===== src/rtl/comma_deser.sv =====
module comma_deser #(
  parameter int W = 10
) (
  input  logic         bit_clk,
  input  logic         rst_n,
  input  logic         ser_in,
  input  logic         sync_en,
  output logic [W-1:0] word_out,
  output logic         comma_flag,
  output logic         bclk_a,
  output logic         bclk_b
);
  localparam int CW = $clog2(W);
  localparam int PW = 7;
  localparam logic [PW-1:0] COMMA = 7'b1111100;
  localparam int LW = CW + 2;

  logic [W-1:0]  sr;
  logic [W-1:0]  nxt;
  logic [CW-1:0] cnt;
  logic          skip;
  logic          last;
  logic          hit;
  logic          realign;

  assign nxt     = {ser_in, sr[W-1:1]};
  assign last    = (cnt == CW'(W - 1));
  assign hit     = (nxt[PW-1:0] == COMMA);
  assign realign = sync_en && hit && !last;

  always_ff @(posedge bit_clk or negedge rst_n) begin
    if (!rst_n) begin
      sr         <= '0;
      cnt        <= '0;
      skip       <= 1'b0;
      word_out   <= '0;
      comma_flag <= 1'b0;
      bclk_a     <= 1'b0;
      bclk_b     <= 1'b0;
    end else begin
      sr <= nxt;
      if (last) begin
        cnt  <= '0;
        skip <= 1'b0;
        if (!skip) begin
          word_out   <= nxt;
          comma_flag <= hit;
          bclk_a     <= ~bclk_a;
          bclk_b     <= bclk_a;
        end
      end else if (realign) begin
        cnt  <= '0;
        skip <= ~bclk_a;
      end else begin
        cnt <= cnt + 1'b1;
      end
    end
  end

  logic          a_q;
  logic [LW-1:0] lvl;

  always_ff @(posedge bit_clk or negedge rst_n) begin
    if (!rst_n) begin
      a_q <= 1'b0;
      lvl <= '0;
    end else begin
      a_q <= bclk_a;
      if (bclk_a != a_q)
        lvl <= LW'(1);
      else if (lvl != '1)
        lvl <= lvl + 1'b1;
    end
  end

  assert_min_level_R5: assert property (@(posedge bit_clk) disable iff (!rst_n)
    (bclk_a != a_q) |-> (lvl >= LW'(W)));

  assert_never_both_high_R3: assert property (@(posedge bit_clk) disable iff (!rst_n)
    !(bclk_a && bclk_b));

  assert_word_moves_on_rise_R3: assert property (@(posedge bit_clk) disable iff (!rst_n)
    !$stable(word_out) |-> ($rose(bclk_a) || $rose(bclk_b)));

  assert_flag_means_comma_R8: assert property (@(posedge bit_clk) disable iff (!rst_n)
    comma_flag |-> (word_out[PW-1:0] == COMMA));

  assert_boundary_frozen_R7: assert property (@(posedge bit_clk) disable iff (!rst_n)
    (!sync_en && !last) |=> (cnt == CW'($past(cnt) + 1'b1)));

  assert_realign_restart_R4: assert property (@(posedge bit_clk) disable iff (!rst_n)
    realign |=> ((cnt == '0) && $stable(word_out) && $stable(bclk_a)));
endmodule


===== config.mk =====
export PLATFORM = sky130hd
export DESIGN_NAME = comma_deser
export DESIGN_NICKNAME = d
export VERILOG_FILES = /design/src/rtl/comma_deser.sv
export SDC_FILE = /design/constraint.sdc
export NUM_CORES = 1
export LEC_CHECK = 0
export BUFFER_PORTS_ARGS = -buffer_cell sky130_fd_sc_hd__buf_4
export CAP_MARGIN = 10
export CORE_MARGIN = 5
export CORE_UTILIZATION = 45
export DETAILED_ROUTE_END_ITERATION = 7
export PLACE_DENSITY = 0.69
export SLEW_MARGIN = 20
export SYNTH_ARGS = -nofsm -noshare
export SYNTH_HDL_FRONTEND = slang
export SYNTH_SLANG_ARGS = --single-unit

===== constraint.sdc =====
create_clock -name bit_clk -period 2 [get_ports bit_clk]
set_input_delay 0.3 -clock bit_clk [delete_from_list [all_inputs] [get_ports bit_clk]]
set_output_delay 0.3 -clock bit_clk [all_outputs]
set_load 0.01 [all_outputs]

==> impl_results.html, run 1 <==
<table>
<tr><th>Metric</th><th>Value</th></tr>
<tr><th colspan="2">Clocking</th></tr>
<tr><td>CTS tree</td><td>yes</td></tr>
<tr><td>Number of sinks handled by clock tree synthesis</td><td>27</td></tr>
<tr><td>Worst-skew pair later-pin latency</td><td>0.31 ns</td></tr>
<tr><td>Root buf cell</td><td>sky130_fd_sc_hd__clkbuf_4</td></tr>
<tr><td>Number of post-CTS setup repair buffers</td><td>0</td></tr>
<tr><td>Clock slew seen by the registers of the worst setup and hold paths</td><td>about 0.14 ns</td></tr>
<tr><td>Maximum clock path buffer count</td><td>2</td></tr>
<tr><td>CTS H-tree lvls</td><td>1</td></tr>
<tr><td>Number of buffers added by the clock tree synthesis step</td><td>3</td></tr>
<tr><th colspan="2">Routing</th></tr>
<tr><td>Vias after detailed routing</td><td>521</td></tr>
<tr><td>First-iteration detailed-routing DRC count</td><td>5</td></tr>
<tr><td>Number of vias per cell</td><td>4.82</td></tr>
<tr><td>Average detailed-routed wire length per instance</td><td>13.8 um</td></tr>
<tr><td>Drt total wl</td><td>between 1000 and 1500 um</td></tr>
<tr><td>Detailed-routing iteration count for the pre-antenna-repair pass</td><td>2</td></tr>
<tr><td>Detail Route Antenna Nets</td><td>0</td></tr>
<tr><td>DRC violations left</td><td>0</td></tr>
<tr><th colspan="2">STA</th></tr>
<tr><td>RSZ-0062 raised after global routing</td><td>no</td></tr>
<tr><td>Worst slew margin relative to its limit</td><td>slightly below 70%</td></tr>
<tr><td>Final setup violating endpoints</td><td>0</td></tr>
<tr><td>Setup TNS</td><td>0 ns</td></tr>
<tr><td>Transition at the pin with the smallest max-transition slack</td><td>between 0.4 and 0.5 ns</td></tr>
<tr><td>Upper clock frequency limit</td><td>approximately 0.61 GHz</td></tr>
<tr><td>Final max-slew violation count</td><td>0</td></tr>
<tr><td>Final hold violations</td><td>0</td></tr>
<tr><td>Worst Setup Slack, final</td><td>approximately 0.37 ns</td></tr>
<tr><td>Post-route fraction of the period consumed by the critical path</td><td>around four fifths</td></tr>
<tr><td>Minimum period implied by the final worst setup slack</td><td>1.63 ns</td></tr>
<tr><td>Clk_skew</td><td>between 0.003 and 0.004 ns</td></tr>
<tr><th colspan="2">Finish</th></tr>
<tr><td>Non-Filler Cell Area, Final</td><td>0.00120 mm2</td></tr>
<tr><td>P&amp;R area growth vs syn</td><td>17.2%</td></tr>
<tr><td>Final antenna diode count</td><td>0</td></tr>
<tr><td>Proportion of layout cells with a drive suffix above 1</td><td>42.5%</td></tr>
<tr><td>Layout net count</td><td>87</td></tr>
<tr><td>Final standard cell count with taps included and fillers excluded</td><td>108</td></tr>
<tr><th colspan="2">Placed design</th></tr>
<tr><td>Detailed-placement wirelength estimate</td><td>1070 um</td></tr>
<tr><td>Placed cell areas</td><td>between 0.001 and 0.0015 mm2</td></tr>
<tr><td>Number of buffer cells added on primary ports</td><td>16</td></tr>
<tr><td>Minimum setup slack after placement</td><td>between 0.3 and 0.4 ns</td></tr>
<tr><td>Number of cells in the design after placement</td><td>~100</td></tr>
<tr><td>Routability congestion estimate</td><td>0.666</td></tr>
<tr><th colspan="2">Status</th></tr>
<tr><td>Result of the run</td><td>complete, no violations</td></tr>
<tr><th colspan="2">Min path</th></tr>
<tr><td>Worst hold path type</td><td>in2reg</td></tr>
<tr><td>Number of cells traversed by the worst hold path</td><td>1</td></tr>
<tr><td>Worst hold path startpoint</td><td>ser_in</td></tr>
<tr><th colspan="2">Power and ir drop</th></tr>
<tr><td>Worst vdd rail ir drop</td><td>approximately 0.86 mV</td></tr>
<tr><td>PD cells</td><td>about 1500 mW/mm2</td></tr>
<tr><td>Leak</td><td>0.000561 uW</td></tr>
<tr><th colspan="2">Synthesis</th></tr>
<tr><td>Main combinational cell family by area after synthesis</td><td>multiplexers</td></tr>
<tr><td>Fraction of synthesized cell area in xor and xnor cells</td><td>~2.6%</td></tr>
<tr><td>Count of unique library cells instantiated by Yosys</td><td>18</td></tr>
<tr><td>Area share of fa/ha/maj cells after synthesis</td><td>roughly 2.5%</td></tr>
<tr><td>Total number of yosys warnings</td><td>0</td></tr>
<tr><td>Basic-gate share of the synthesized area counting and, or, nand and nor cells</td><td>under 10%</td></tr>
<tr><td>Proportion of synthesized area in mux cells</td><td>about 17%</td></tr>
<tr><td>Average size of a mapped cell</td><td>17.0 um2</td></tr>
<tr><td>Flops &amp; latches, synth</td><td>27</td></tr>
<tr><td>Net count after synthesis</td><td>between 60 and 70</td></tr>
<tr><td>Synth Instances</td><td>60</td></tr>
<tr><td>Post-synthesis compound-gate area fraction</td><td>around 1.7%</td></tr>
<tr><td>Register area share after synthesis</td><td>66.2%</td></tr>
<tr><td>Post-Synthesis Cell Area</td><td>0.00102 mm2</td></tr>
<tr><th colspan="2">Floorplanning</th></tr>
<tr><td>Die area</td><td>0.00332 mm2</td></tr>
<tr><td>Chip width</td><td>57.6 um</td></tr>
<tr><td>Initial cell density of the core</td><td>46.6%</td></tr>
<tr><td>Count of standard-cell rows</td><td>17</td></tr>
<tr><td>Floorplan core area</td><td>0.00219 mm2</td></tr>
<tr><td>Vertical die dimension</td><td>57.6 um</td></tr>
<tr><td># IOs</td><td>17</td></tr>
<tr><th colspan="2">Critical path</th></tr>
<tr><td>Type of the worst setup path</td><td>reg2reg</td></tr>
<tr><td>Endpoint arrival time on the critical path</td><td>1.85 ns</td></tr>
<tr><td>Crit. Startpoint</td><td>cnt[1]</td></tr>
<tr><td>Critical Path End Type</td><td>flop</td></tr>
<tr><td>Worst Path Max Fanout</td><td>13</td></tr>
<tr><td>Worst EP required</td><td>2.22 ns</td></tr>
<tr><td>Launch point of the worst reg-to-reg path</td><td>cnt[1]</td></tr>
<tr><td>Critical path launch point type</td><td>flop</td></tr>
<tr><td>Length in cells of the worst reg-to-reg path</td><td>5</td></tr>
<tr><th colspan="2">GRT</th></tr>
<tr><td>Vias in the first global route</td><td>~570</td></tr>
<tr><td>Initial antenna violation count</td><td>0</td></tr>
<tr><td>First-pass GRT wire length</td><td>2640 um</td></tr>
<tr><td>All-Layer GR Usage</td><td>about a tenth</td></tr>
<tr><td>Largest net degree at the start of global routing</td><td>28</td></tr>
<tr><td>Total congestion overflow</td><td>0</td></tr>
<tr><th colspan="2">Flow run</th></tr>
<tr><td>Total of max-cap violations</td><td>0</td></tr>
</table>
-- kinds of logic after synthesis --
family,Yosys count
compound gates,3
xor+xnor,3
fa+ha+maj,2
buf+inv,2
flops,27
mux,12
simple gates,11
-- cell type report --
cell class	count	area, um2
clock buffers	3	22.5
clock inverters	1	7.51
fillers	189	995
inverters	1	3.75
multi-input cells	31	322
flip-flops and latches	27	676
well taps	28	35.0
repair buffers	17	130
-- power breakdown --
part | switching [uW] | total (uW) | internal [uW] | leakage [uW]
registers | 119 | 839 | 721 | 0.000320
clock network | 156 | 232 | 76.2 | 0.0000139
logic | 262 | 683 | 421 | 0.000227
total | 536 | 1750 | 1220 | 0.000561
-- through the flow --
step	power (uW)	util (%)	hold slack (ns)
2_1_floorplan	1300	-	0.00441
3_3_place_gp	1530	52.8	0.227
3_5_place_dp	1550	52.8	0.232
4_1_cts	1790	54.6	0.0737
5_1_grt	1870	54.6	0.0642
6_report	1750	54.6	0.0893
-- worst max-delay path, stage by stage, from the launching register on --
cell and delay (ns):
sky130_fd_sc_hd__dfrtp_1 0.42, sky130_fd_sc_hd__inv_1 0.06, sky130_fd_sc_hd__ha_1 0.18, sky130_fd_sc_hd__nand3b_4 0.10, sky130_fd_sc_hd__nor2_4 0.39, sky130_fd_sc_hd__mux2_2 0.39
-- final timing paths --
| path | endpoint | slack [ns] |
|---|---|---|
| max in group asynchronous | word_out[8] | 1.34 |
| setup / recovery | word_out[2] | 0.37 |
| hold reg to reg | sr[7] | 0.41 |
| hold / removal | sr[9] | 0.09 |
| min in group asynchronous | sr[2] | 0.41 |
| setup reg to reg | word_out[2] | 0.37 |
-- Yosys cell counts --
library cell	count	area [um2]
sky130_fd_sc_hd__mux2_4	9	135
sky130_fd_sc_hd__nand3b_4	1	20.0
sky130_fd_sc_hd__mux2_2	3	33.8
sky130_fd_sc_hd__dfrtp_1	27	676
sky130_fd_sc_hd__ha_1	2	25.0
sky130_fd_sc_hd__buf_12	1	20.0
sky130_fd_sc_hd__nor2_4	1	11.3
sky130_fd_sc_hd__or3_1	1	6.26
sky130_fd_sc_hd__xnor2_1	1	8.76
sky130_fd_sc_hd__a21boi_1	1	7.51
sky130_fd_sc_hd__xor2_1	2	17.5
sky130_fd_sc_hd__nand4_1	1	6.26
sky130_fd_sc_hd__inv_1	1	3.75
sky130_fd_sc_hd__nand4bb_1	1	11.3
sky130_fd_sc_hd__nor2_1	4	15.0
sky130_fd_sc_hd__o21ai_0	2	10.0
sky130_fd_sc_hd__nor4b_1	1	8.76
sky130_fd_sc_hd__nand3_1	1	5.00
-- sequential cells by signal, indices dropped and copies added (netlist names) --
signal	cells
cnt	4
skip	1
sr	9
word_out	10
bclk_a	1
comma_flag	1
bclk_b	1
-- cell usage in the layout, fill, tap and decap left out, types with 2 or more instances in the layout --
cell type,synthesis,routed
sky130_fd_sc_hd__dfrtp_1,27,27
sky130_fd_sc_hd__buf_4,0,16
sky130_fd_sc_hd__mux2_4,9,9
sky130_fd_sc_hd__nor2_1,4,4
sky130_fd_sc_hd__mux2_2,3,3
sky130_fd_sc_hd__clkbuf_4,0,3
sky130_fd_sc_hd__o21ai_0,2,2
sky130_fd_sc_hd__xor2_1,2,2
sky130_fd_sc_hd__ha_1,2,2
-- repair_timing --
item,in CTS,in global routing
gates resized for setup,0,0
hold buffers,1,0
hold endpoints to repair,27,0
-- per-layer routing --
| layer | vias to the layer above | GRT usage, % | wire length, um |
|---|---|---|---|
| met2 | 14 | 15.6 | 637 |
| li1 | 248 | - | - |
| met3 | 0 | 3.34 | 90 |
| met4 | 0 | 1.99 | 0 |
| met1 | 259 | 13.9 | 760 |
| met5 | - | 0 | 0 |
(Power assumes the default switching activity.)
==> inputs of run 2 (changes only) <==
Clock period 2 ns to 1.7 ns, I/O delays scaled along.
==> impl_results.html, run 2 (synthesis gave the netlist of run 1 again) <==
<table>
<tr><th>Metric</th><th>Value</th></tr>
<tr><th colspan="2">Critical path</th></tr>
<tr><td>Endpoint arrival time on the critical path</td><td>1.69 ns</td></tr>
<tr><td>Critical Path End Type</td><td>flop</td></tr>
<tr><td>Series of cell instances along the critical path</td><td>inv_1 &gt; ha_1 &gt; nand3b_4 &gt; nor2_4 &gt; buf_12 &gt; mux2_2</td></tr>
<tr><td>Worst EP required</td><td>1.92 ns</td></tr>
<tr><td>Type of the worst setup path</td><td>reg2reg</td></tr>
<tr><td>Critical path launch point type</td><td>flop</td></tr>
<tr><td>Slowest cell on the critical path</td><td>sky130_fd_sc_hd__dfrtp_1</td></tr>
<tr><td>Maximum single-stage delay on the critical path</td><td>0.42 ns</td></tr>
<tr><td>Worst Path Max Fanout</td><td>13</td></tr>
<tr><th colspan="2">Clocking</th></tr>
<tr><td>Number of buffers added by the clock tree synthesis step</td><td>3</td></tr>
<tr><td>CTS tree</td><td>yes</td></tr>
<tr><td>Root buf cell</td><td>sky130_fd_sc_hd__clkbuf_4</td></tr>
<tr><td>CTS H-tree lvls</td><td>1</td></tr>
<tr><td>Worst-skew pair later-pin latency</td><td>0.32 ns</td></tr>
<tr><td>Maximum clock path buffer count</td><td>2</td></tr>
<tr><td>Number of sinks handled by clock tree synthesis</td><td>27</td></tr>
<tr><td>Clock slew seen by the registers of the worst setup and hold paths</td><td>0.15 ns</td></tr>
<tr><td>Number of post-CTS setup repair buffers</td><td>0</td></tr>
<tr><th colspan="2">Routing</th></tr>
<tr><td>Detailed-routing iteration count for the pre-antenna-repair pass</td><td>2</td></tr>
<tr><td>Drt total wl</td><td>1510 um</td></tr>
<tr><td>Average detailed-routed wire length per instance</td><td>13.9 um</td></tr>
<tr><td>Vias after detailed routing</td><td>525</td></tr>
<tr><td>Detailed-routed wire length on met3</td><td>101 um</td></tr>
<tr><td>Detail Route Antenna Nets</td><td>0</td></tr>
<tr><td>Detailed-route wire length on metal 1</td><td>just over 700 um</td></tr>
<tr><td>Amount of wire on met2 after detailed routing</td><td>slightly below 700 um</td></tr>
<tr><td>Number of vias per cell</td><td>4.82</td></tr>
<tr><td>DRC violations left</td><td>0</td></tr>
<tr><td>First-iteration detailed-routing DRC count</td><td>5</td></tr>
<tr><td>Top routing layer used</td><td>met3</td></tr>
<tr><th colspan="2">Power and ir drop</th></tr>
<tr><td>Worst vdd rail ir drop</td><td>0.993 mV</td></tr>
<tr><td>PD cells</td><td>1740 mW/mm2</td></tr>
<tr><td>Leak</td><td>0.000569 uW</td></tr>
<tr><th colspan="2">Finish</th></tr>
<tr><td>Area of the multi-input gates</td><td>322 um2</td></tr>
<tr><td>Register with the most flip-flops</td><td>word_out</td></tr>
<tr><td>Register area</td><td>676 um2</td></tr>
<tr><td>Largest registers</td><td>word_out: 10 flops, sr: 9 flops, cnt: 4 flops</td></tr>
<tr><td>P&amp;R area growth vs syn</td><td>19.1%</td></tr>
<tr><td>Final antenna diode count</td><td>0</td></tr>
<tr><td>Flip-flop count of the largest register after layout</td><td>10</td></tr>
<tr><td>Proportion of layout cells with a drive suffix above 1</td><td>43.2%</td></tr>
<tr><td>FILL cells</td><td>~190</td></tr>
<tr><td>Most frequent cells in the layout</td><td>sky130_fd_sc_hd__dfrtp_1, sky130_fd_sc_hd__buf_4, sky130_fd_sc_hd__mux2_4</td></tr>
<tr><td>Commonest non-fill, non-tap cell in the layout</td><td>sky130_fd_sc_hd__dfrtp_1</td></tr>
<tr><td>Layout net count</td><td>slightly below 90</td></tr>
<tr><th colspan="2">STA</th></tr>
<tr><td>RSZ-0062 raised after global routing</td><td>no</td></tr>
<tr><td>Final setup violating endpoints</td><td>0</td></tr>
<tr><td>Upper clock frequency limit</td><td>0.680 GHz</td></tr>
<tr><td>Worst Setup Slack, final</td><td>0.230 ns</td></tr>
<tr><td>Transition at the pin with the smallest max-transition slack</td><td>about 0.44 ns</td></tr>
<tr><td>Minimum period implied by the final worst setup slack</td><td>roughly 1.5 ns</td></tr>
<tr><td>Post-route fraction of the period consumed by the critical path</td><td>86.5%</td></tr>
<tr><td>Final hold violations</td><td>0</td></tr>
<tr><td>Final max-slew violation count</td><td>0</td></tr>
<tr><td>Clk_skew</td><td>0.00953 ns</td></tr>
<tr><td>Setup TNS</td><td>0 ns</td></tr>
<tr><td>Worst slew margin relative to its limit</td><td>70.7%</td></tr>
<tr><th colspan="2">Floorplanning</th></tr>
<tr><td>Count of standard-cell rows</td><td>17</td></tr>
<tr><td>Initial cell density of the core</td><td>46.6%</td></tr>
<tr><td>Die area</td><td>approximately 0.0033 mm2</td></tr>
<tr><td>Chip width</td><td>approximately 58 um</td></tr>
<tr><td>Floorplan core area</td><td>0.00219 mm2</td></tr>
<tr><td># IOs</td><td>17</td></tr>
<tr><td>Vertical die dimension</td><td>57.6 um</td></tr>
<tr><th colspan="2">Status</th></tr>
<tr><td>Result of the run</td><td>complete, no violations</td></tr>
<tr><th colspan="2">GRT</th></tr>
<tr><td>Vias in the first global route</td><td>approximately 550</td></tr>
<tr><td>All-Layer GR Usage</td><td>10.4%</td></tr>
<tr><td>Total congestion overflow</td><td>0</td></tr>
<tr><td>Largest net degree at the start of global routing</td><td>28</td></tr>
<tr><td>First-pass GRT wire length</td><td>about 2700 um</td></tr>
<tr><td>Initial antenna violation count</td><td>0</td></tr>
<tr><th colspan="2">Placed design</th></tr>
<tr><td>Minimum setup slack after placement</td><td>approximately 0.21 ns</td></tr>
<tr><td>Detailed-placement wirelength estimate</td><td>1070 um</td></tr>
<tr><td>Routability congestion estimate</td><td>around 0.67</td></tr>
<tr><td>Number of buffer cells added on primary ports</td><td>16</td></tr>
<tr><th colspan="2">Min path</th></tr>
<tr><td>Worst hold path type</td><td>in2reg</td></tr>
<tr><th colspan="2">Flow run</th></tr>
<tr><td>Total of max-cap violations</td><td>0</td></tr>
</table>
-- run 2: stage by stage --
| stage | instances | area [um2] | hold WS (ns) | total power [uW] | utilization, % |
|---|---|---|---|---|---|
| after floorplan | 60 | 1020 | -0.0406 | 1530 | - |
| after global placement | 104 | 1180 | 0.184 | 1840 | 53.7 |
| after detailed placement | 104 | 1180 | 0.182 | 1870 | 53.7 |
| after CTS | 109 | 1220 | 0.0410 | 2150 | 55.5 |
| after global routing | 109 | 1220 | 0.0274 | 2260 | 55.5 |
| final | 109 | 1220 | 0.0497 | 2110 | 55.5 |
-- run 2: area by class of cell --
type	instances	share of cell area, %
Tap cell	28	2.88
Multi-Input combinational cell	31	26.4
Clock inverter	1	0.617
Clock buffer	3	1.85
Sequential cell	27	55.6
Timing Repair Buffer	18	12.3
Inverter	1	0.309
-- run 2: final timing paths --
| check | start | to | slack (ns) | cells after the start |
|---|---|---|---|---|
| min in group asynchronous | rst_n | sr[1] | 0.36 | 2 |
| worst max register to register | cnt[1] | word_out[2] | 0.23 | 6 |
| max in group asynchronous | rst_n | cnt[1] | 1.08 | 2 |
| worst min-delay path | ser_in | sr[9] | 0.05 | 1 |
| worst max-delay path | cnt[1] | word_out[2] | 0.23 | 6 |
| worst min register to register | sr[9] | sr[8] | 0.38 | 0 |
-- run 2: repair_timing --
action	in CTS	in global routing
hold endpoints to repair	27	0
hold buffers	1	0
resized for setup	0	0
-- run 2: critical path, delay by kind of cell, from the launching register on --
| kind | cells | cell delay, ns |
|---|---|---|
| adder cells (fa/ha/maj) | 1 | 0.19 |
| multiplexers | 1 | 0.33 |
| flip-flops | 1 | 0.42 |
| AND/OR/NAND/NOR | 2 | 0.22 |
| buffers and inverters | 2 | 0.22 |
-- run 2: report_power, final --
part           total [uW]  internal [uW]  switching [uW]
combinational         850            526             324
clock                 271           89.7             181
sequential            991            848             144
total                2110           1460             649
-- run 2: layer usage --
layer / vias up / track usage (%)
met5: - / 0
met4: 0 / 2.98
met3: 0 / 2.90
met2: 14 / 15.3
met1: 264 / 15.1
li1: 247 / -
